### config.mk
export PLATFORM = sky130hd
export DESIGN_NAME = bit_clock_slicer
export DESIGN_NICKNAME = d
export VERILOG_FILES = /design/src/rtl/bcs_pkg.sv /design/src/rtl/bcs_lowpass_slicer.sv /design/src/rtl/bcs_phase_tracker.sv /design/src/rtl/bcs_bit_decider.sv /design/src/rtl/bit_clock_slicer.sv
export SDC_FILE = /design/constraint.sdc
export NUM_CORES = 1
export LEC_CHECK = 0
export CORE_MARGIN = 2
export CORE_UTILIZATION = 65
export CTS_BUF_LIST = sky130_fd_sc_hd__clkbuf_8
export DETAILED_ROUTE_END_ITERATION = 16
export GPL_ROUTABILITY_DRIVEN = 1
export PLACE_DENSITY = 0.91
export SYNTH_ARGS = -nofsm -noshare
export SYNTH_HDL_FRONTEND = slang
export SYNTH_SLANG_ARGS = --single-unit
### constraint.sdc
create_clock -name clk_i -period 7.1 [get_ports clk_i]
set_input_delay 1.42 -clock clk_i [delete_from_list [all_inputs] [get_ports clk_i]]
set_output_delay 1.42 -clock clk_i [all_outputs]
set_load 0.01 [all_outputs]
### src/rtl/bcs_pkg.sv
package bcs_pkg;

  function automatic logic maj3(input logic [2:0] v);
    return (v[0] & v[1]) | (v[1] & v[2]) | (v[0] & v[2]);
  endfunction

endpackage

### src/rtl/bcs_lowpass_slicer.sv
module bcs_lowpass_slicer #(
  parameter int SAMPLE_W = 8,
  parameter int FILT_W   = 10,
  parameter int HIST_W   = 3
) (
  input  logic                       clk_i,
  input  logic                       rst_ni,
  input  logic                       valid_i,
  input  logic signed [SAMPLE_W-1:0] sample_i,
  output logic        [HIST_W-1:0]   hist_next_o,
  output logic                       toggle_o
);
  localparam int SUM_W = FILT_W + 2;
  localparam int Y_MAX = 2 ** (FILT_W - 1) - 1;
  localparam int Y_MIN = -(2 ** (FILT_W - 1));

  logic signed [SAMPLE_W-1:0] x_prev_q;
  logic signed [FILT_W-1:0]   y_q;
  logic        [HIST_W-1:0]   hist_q;
  logic signed [SUM_W-1:0]    sum_w;
  logic signed [FILT_W-1:0]   y_next;
  logic                       slice;

  always_comb begin
    sum_w  = SUM_W'(x_prev_q) + SUM_W'(sample_i) + SUM_W'(y_q >>> 1);
    y_next = sum_w[FILT_W-1:0];
    slice  = (y_next > 0);
    hist_next_o = {hist_q[HIST_W-2:0], slice};
    toggle_o    = hist_next_o[1] ^ hist_next_o[0];
  end

  always_ff @(posedge clk_i or negedge rst_ni) begin
    if (!rst_ni) begin
      x_prev_q <= '0;
      y_q      <= '0;
      hist_q   <= '0;
    end else if (valid_i) begin
      x_prev_q <= sample_i;
      y_q      <= y_next;
      hist_q   <= hist_next_o;
    end
  end

  AST_NO_OVERFLOW: assert property (@(posedge clk_i) disable iff (!rst_ni)
    valid_i |-> (int'(sum_w) <= Y_MAX && int'(sum_w) >= Y_MIN));

  AST_FILTER_HOLD: assert property (@(posedge clk_i) disable iff (!rst_ni)
    !valid_i |=> ($stable(y_q) && $stable(hist_q)));

endmodule

### src/rtl/bcs_phase_tracker.sv
module bcs_phase_tracker #(
  parameter int STEP   = 8,
  parameter int PERIOD = 64,
  parameter int THRESH = 32,
  parameter int CORR   = 1
) (
  input  logic clk_i,
  input  logic rst_ni,
  input  logic valid_i,
  input  logic toggle_i,
  output logic wrap_o
);
  localparam int PH_W = $clog2(PERIOD + STEP + CORR + 1) + 1;
  localparam logic signed [PH_W-1:0] C_STEP = PH_W'(STEP);
  localparam logic signed [PH_W-1:0] C_PER  = PH_W'(PERIOD);
  localparam logic signed [PH_W-1:0] C_THR  = PH_W'(THRESH);
  localparam logic signed [PH_W-1:0] C_CORR = PH_W'(CORR);

  logic signed [PH_W-1:0] ph_q, adj, stepped, ph_d;

  always_comb begin
    adj = ph_q;
    if (toggle_i) adj = (ph_q < C_THR) ? ph_q + C_CORR : ph_q - C_CORR;
    stepped = adj + C_STEP;
    wrap_o  = valid_i && (stepped >= C_PER);
    if (stepped >= C_PER)   ph_d = stepped - C_PER;
    else if (stepped < 0)   ph_d = stepped + C_PER;
    else                    ph_d = stepped;
  end

  always_ff @(posedge clk_i or negedge rst_ni) begin
    if (!rst_ni)      ph_q <= '0;
    else if (valid_i) ph_q <= ph_d;
  end

  AST_PHASE_IN_WINDOW: assert property (@(posedge clk_i) disable iff (!rst_ni)
    (ph_q >= 0 && ph_q < C_PER));

  AST_PHASE_HOLD: assert property (@(posedge clk_i) disable iff (!rst_ni)
    !valid_i |=> $stable(ph_q));

  AST_FREE_STEP: assert property (@(posedge clk_i) disable iff (!rst_ni)
    (valid_i && !toggle_i && ph_q < C_PER - C_STEP) |=> (ph_q == $past(ph_q) + C_STEP));

  AST_NUDGE_UP: assert property (@(posedge clk_i) disable iff (!rst_ni)
    (valid_i && toggle_i && ph_q < C_THR && ph_q + C_CORR + C_STEP < C_PER)
    |=> (ph_q == $past(ph_q) + C_CORR + C_STEP));

endmodule

### src/rtl/bcs_bit_decider.sv
module bcs_bit_decider #(
  parameter int VOTE_N = 3
) (
  input  logic              clk_i,
  input  logic              rst_ni,
  input  logic              decide_i,
  input  logic [VOTE_N-1:0] votes_i,
  output logic              valid_o,
  output logic              bit_o
);
  logic decided, prev_q;

  if (VOTE_N == 3) begin : g_maj3
    assign decided = bcs_pkg::maj3(votes_i[2:0]);
  end else begin : g_count
    assign decided = ($countones(votes_i) > VOTE_N / 2);
  end

  always_ff @(posedge clk_i or negedge rst_ni) begin
    if (!rst_ni) begin
      prev_q  <= 1'b0;
      bit_o   <= 1'b0;
      valid_o <= 1'b0;
    end else begin
      valid_o <= decide_i;
      if (decide_i) begin
        prev_q <= decided;
        bit_o  <= (decided == prev_q);
      end
    end
  end

  AST_STEADY_ONE: assert property (@(posedge clk_i) disable iff (!rst_ni)
    (decide_i && (&votes_i) && prev_q) |=> (valid_o && bit_o));

  AST_VOTE_FLIP: assert property (@(posedge clk_i) disable iff (!rst_ni)
    (decide_i && (votes_i == '0) && prev_q) |=> (valid_o && !bit_o));

endmodule

### src/rtl/bit_clock_slicer.sv
module bit_clock_slicer #(
  parameter int SAMPLE_W = 8,
  parameter int FILT_W   = 10,
  parameter int STEP     = 8,
  parameter int PERIOD   = 64,
  parameter int THRESH   = 32,
  parameter int CORR     = 1,
  parameter int VOTE_N   = 3
) (
  input  logic                       clk_i,
  input  logic                       rst_ni,
  input  logic                       sample_valid_i,
  input  logic signed [SAMPLE_W-1:0] sample_i,
  output logic                       bit_valid_o,
  output logic                       bit_o
);
  logic [VOTE_N-1:0] hist_next;
  logic              toggle, wrap;

  bcs_lowpass_slicer #(.SAMPLE_W(SAMPLE_W), .FILT_W(FILT_W), .HIST_W(VOTE_N)) u_slice (
    .clk_i, .rst_ni, .valid_i(sample_valid_i), .sample_i,
    .hist_next_o(hist_next), .toggle_o(toggle)
  );

  bcs_phase_tracker #(.STEP(STEP), .PERIOD(PERIOD), .THRESH(THRESH), .CORR(CORR)) u_phase (
    .clk_i, .rst_ni, .valid_i(sample_valid_i), .toggle_i(toggle), .wrap_o(wrap)
  );

  bcs_bit_decider #(.VOTE_N(VOTE_N)) u_dec (
    .clk_i, .rst_ni, .decide_i(wrap), .votes_i(hist_next),
    .valid_o(bit_valid_o), .bit_o
  );

  AST_STROBE_SINGLE: assert property (@(posedge clk_i) disable iff (!rst_ni)
    bit_valid_o |=> !bit_valid_o);

  AST_STROBE_AFTER_SAMPLE: assert property (@(posedge clk_i) disable iff (!rst_ni)
    bit_valid_o |-> $past(sample_valid_i));

endmodule

==> impl_metrics.ini <==
[die]
die-area_um2 = 3790
row_count = 20
start_util = 0.695
placeableCoreArea_um2 = 3100
die_height_um = 61.6
top_level_ports = 13
fp.dieW_um = 61.6

[finish]
insertedDiodeCount = 0
num-nets-final = 270
layout-drive-gt1-share = 0.136
layout-area-overhead-vs-synth_pct = 12.1

[clock_tree]
clkTransAtPathRegs_ps = 60
cts_sinks = 29
cts.repair_timing.setup_buffer_count = 0
cts_inserted_buffers = 5
cts.repair.resized = 0
htree_levels = 2
worstSkewPairLatency_ps = 280
clk_root_buffer_cell = sky130_fd_sc_hd__clkbuf_8
postCtsHoldBufs = 0
clockBufferDepth = 2
cts_tree = done

[sta]
final-setup-viol-count = 0
grt_setup_unrepaired = no
worstMarginPinSlew_ps = 1090
final_max_slew_viol_count = 0
final.setup_skew_ps = 6.34
timing.max_slew.rel_slack = 0.272
final_min_period_over_clock_period = 0.910
fmax_mhz = 155
finalSetupTns_ps = 0
layout_min_cycle_time_ps = 6460
hold_viol_final = 0

[worst_setup_path]
worstPathCellList = clkdlybuf4s50_1, inv_1, fa_1, inv_1, ha_1, inv_1, fa_1, nand2b_1, a21oi_1, o31ai_1, a221oi_1, a31oi_1, ha_1, nand2_1, o311a_1, o311ai_1, and2_4, mux2_4, a221oi_2, o211ai_2, mux2_4
worst-setup-path-type = in -> reg
r2r_end = u_dec.bit_o$_DFFE_PN0P_
critical_path_required_ps = 7270
crit_slowest_cell = sky130_fd_sc_hd__ha_1
worst-path-buf-inv = 4
cp-end-kind = register
crit_path_max_incr_delay_ps = 570
critical_path_arrival_ps = 6630
critical_path_cell_count = 21
timing.reg2reg.worst_path_depth = 20
timing.critical_path.max_delay_family = compound AO/OA/AOI/OAI gates
worst-path-max-fanout = 16
rr_startpoint = u_slice.y_q[2]$_DFFE_PN0P_
worstSetupStartpoint = sample_i[1]
most_used_cell_along_the_critical_path = sky130_fd_sc_hd__inv_1
endpoint = u_dec.bit_o$_DFFE_PN0P_
worst_setup_path_start_kind = primary input
setup.reg_to_reg.worst_slack_ps = 1900

[logic_synthesis]
async_flop_share = 1.00
netlist-cell-type-count = 52
synth.net_count = 255
synth_top_cells_by_count = sky130_fd_sc_hd__dfrtp_1 (29), sky130_fd_sc_hd__inv_1 (27), sky130_fd_sc_hd__nand2_1 (19), sky130_fd_sc_hd__o21ai_0 (16)
post_synth.cell_area_avg_um2 = 9.84
synth_most_common_cell = sky130_fd_sc_hd__dfrtp_1
post-synth-top-area-fraction = 0.337
netlist_top_cells_area = sky130_fd_sc_hd__dfrtp_1 (34%), sky130_fd_sc_hd__fa_1 (10%), sky130_fd_sc_hd__ha_1 (8.1%)
yosys_most_used_dff = sky130_fd_sc_hd__dfrtp_1
synth_seq_cells = 29
synth_sequential_area_ratio = 0.337
synth_top_cell_by_area = sky130_fd_sc_hd__dfrtp_1
synthesis.yosys.warnings = 0
synth_enable_flop_cells = 0
synth_area_um2 = 2160
synth_cells = 219

[grt]
grt_antenna_before_repair = 0
top_usage_layer = met2
met2_usage = 0.388
gr-usage-met1 = 0.319
grt.met3_usage = 0.0651
grt_first_pass_wirelength_mm = 6.78
vias_in_the_first_global_route = 1611
remaining_global_route_overflow = 0
gr_usage_total = 0.248
pin_count_of_the_biggest_net_entering_global_routing = 30

[route]
remaining_drc_errors = 0
wl_per_cell_um = 14.2
routed_wl_mm = 3.96
final_antenna_net_count = 0
detail_route.vias_per_cell = 5.66
vias_after_detailed_routing = 1580
initialDrtViolationCount = 79
detailedRoute.firstPassIterationCount = 4

[run]
maxCapViolCount = 0

[run_status]
result_of_the_run = finished, final reports clean

[place]
gp_congestion = 0.854
post-dp-hpwl_mm = 2.98
placement.io_buffers = 12

[min_path]
hold_path_class = reg -> reg
[layer usage]
layer  vias up  part of all wire
met1       739              0.46
met5         -                 0
met4         0             0.020
li1        795                 -
met3        12             0.044
met2        34              0.47
[cell usage in the layout (no fill, tap or decap), types with 7 or more instances in the layout]
cell and instances:
sky130_fd_sc_hd__a21oi_1 7, sky130_fd_sc_hd__clkbuf_8 7, sky130_fd_sc_hd__ha_1 14, sky130_fd_sc_hd__mux2_2 14
sky130_fd_sc_hd__fa_1 11, sky130_fd_sc_hd__inv_1 27, sky130_fd_sc_hd__dfrtp_1 29, sky130_fd_sc_hd__o21ai_0 16
sky130_fd_sc_hd__clkdlybuf4s50_1 12, sky130_fd_sc_hd__nor2_1 14, sky130_fd_sc_hd__nand2_1 19
[registers in the layout, summed over array words and instances (netlist names), named ones only]
name / cells
u_dec.bit_o: 1
u_dec.prev_q: 1
u_dec.valid_o: 1
u_phase.ph_q: 5
u_slice.hist_q: 2
u_slice.x_prev_q: 8
u_slice.y_q: 9
[worst min path at each step]
stage	from	end	slack (ps)	depth (start not counted)
finish	register	register	500	2
global route	u_phase.ph_q[0]$_DFFE_PN0P_	u_phase.ph_q[0]$_DFFE_PN0P_	530	1
CTS	u_phase.ph_q[0]$_DFFE_PN0P_	u_phase.ph_q[0]$_DFFE_PN0P_	500	1
detailed placement	register	register	490	2
global placement	register	register	480	2
floorplan	register	register	460	2
[tightest hold or removal path, cell delays in order (launching register included)]
cell	delay (ps)
sky130_fd_sc_hd__dfrtp_1	350
sky130_fd_sc_hd__nand2_1	50
sky130_fd_sc_hd__o21ai_0	70
[layout make-up]
class / instances / area, um2
timing repair buffer: 13 / 128
multi-input combinational: 157 / 1300
clock buffer: 7 / 96.3
fill: 217 / 686
clock inverter: 1 / 5.00
tap: 44 / 55.1
sequential: 29 / 726
inverter: 28 / 105
[per-stage QoR]
stage	instance area, um2	utilization	setup WS (ps)	hold slack [ps]	instances
4_1_cts	2420	0.779	667	501	279
3_5_place_dp	2320	0.746	394	492	271
6_report	2420	0.779	638	500	279
2_1_floorplan	2160	-	1430	456	219
5_1_grt	2420	0.779	204	531	279
3_3_place_gp	2320	0.746	564	477	271
[kinds of logic (layout without fill, tap and decap cells)]
| group | after synthesis | count (layout) | share of synthesized area |
|---|---|---|---|
| mux | 18 | 18 | 0.0963 |
| buf+inv | 33 | 49 | 0.0592 |
| fa+ha+maj | 25 | 25 | 0.183 |
| flops | 29 | 29 | 0.337 |
| simple gates | 55 | 55 | 0.128 |
| xor+xnor | 9 | 9 | 0.0366 |
| compound gates | 50 | 50 | 0.160 |
Power is not shown: default switching activity piles up to over one toggle a cycle in this logic, so the estimate is an artifact.
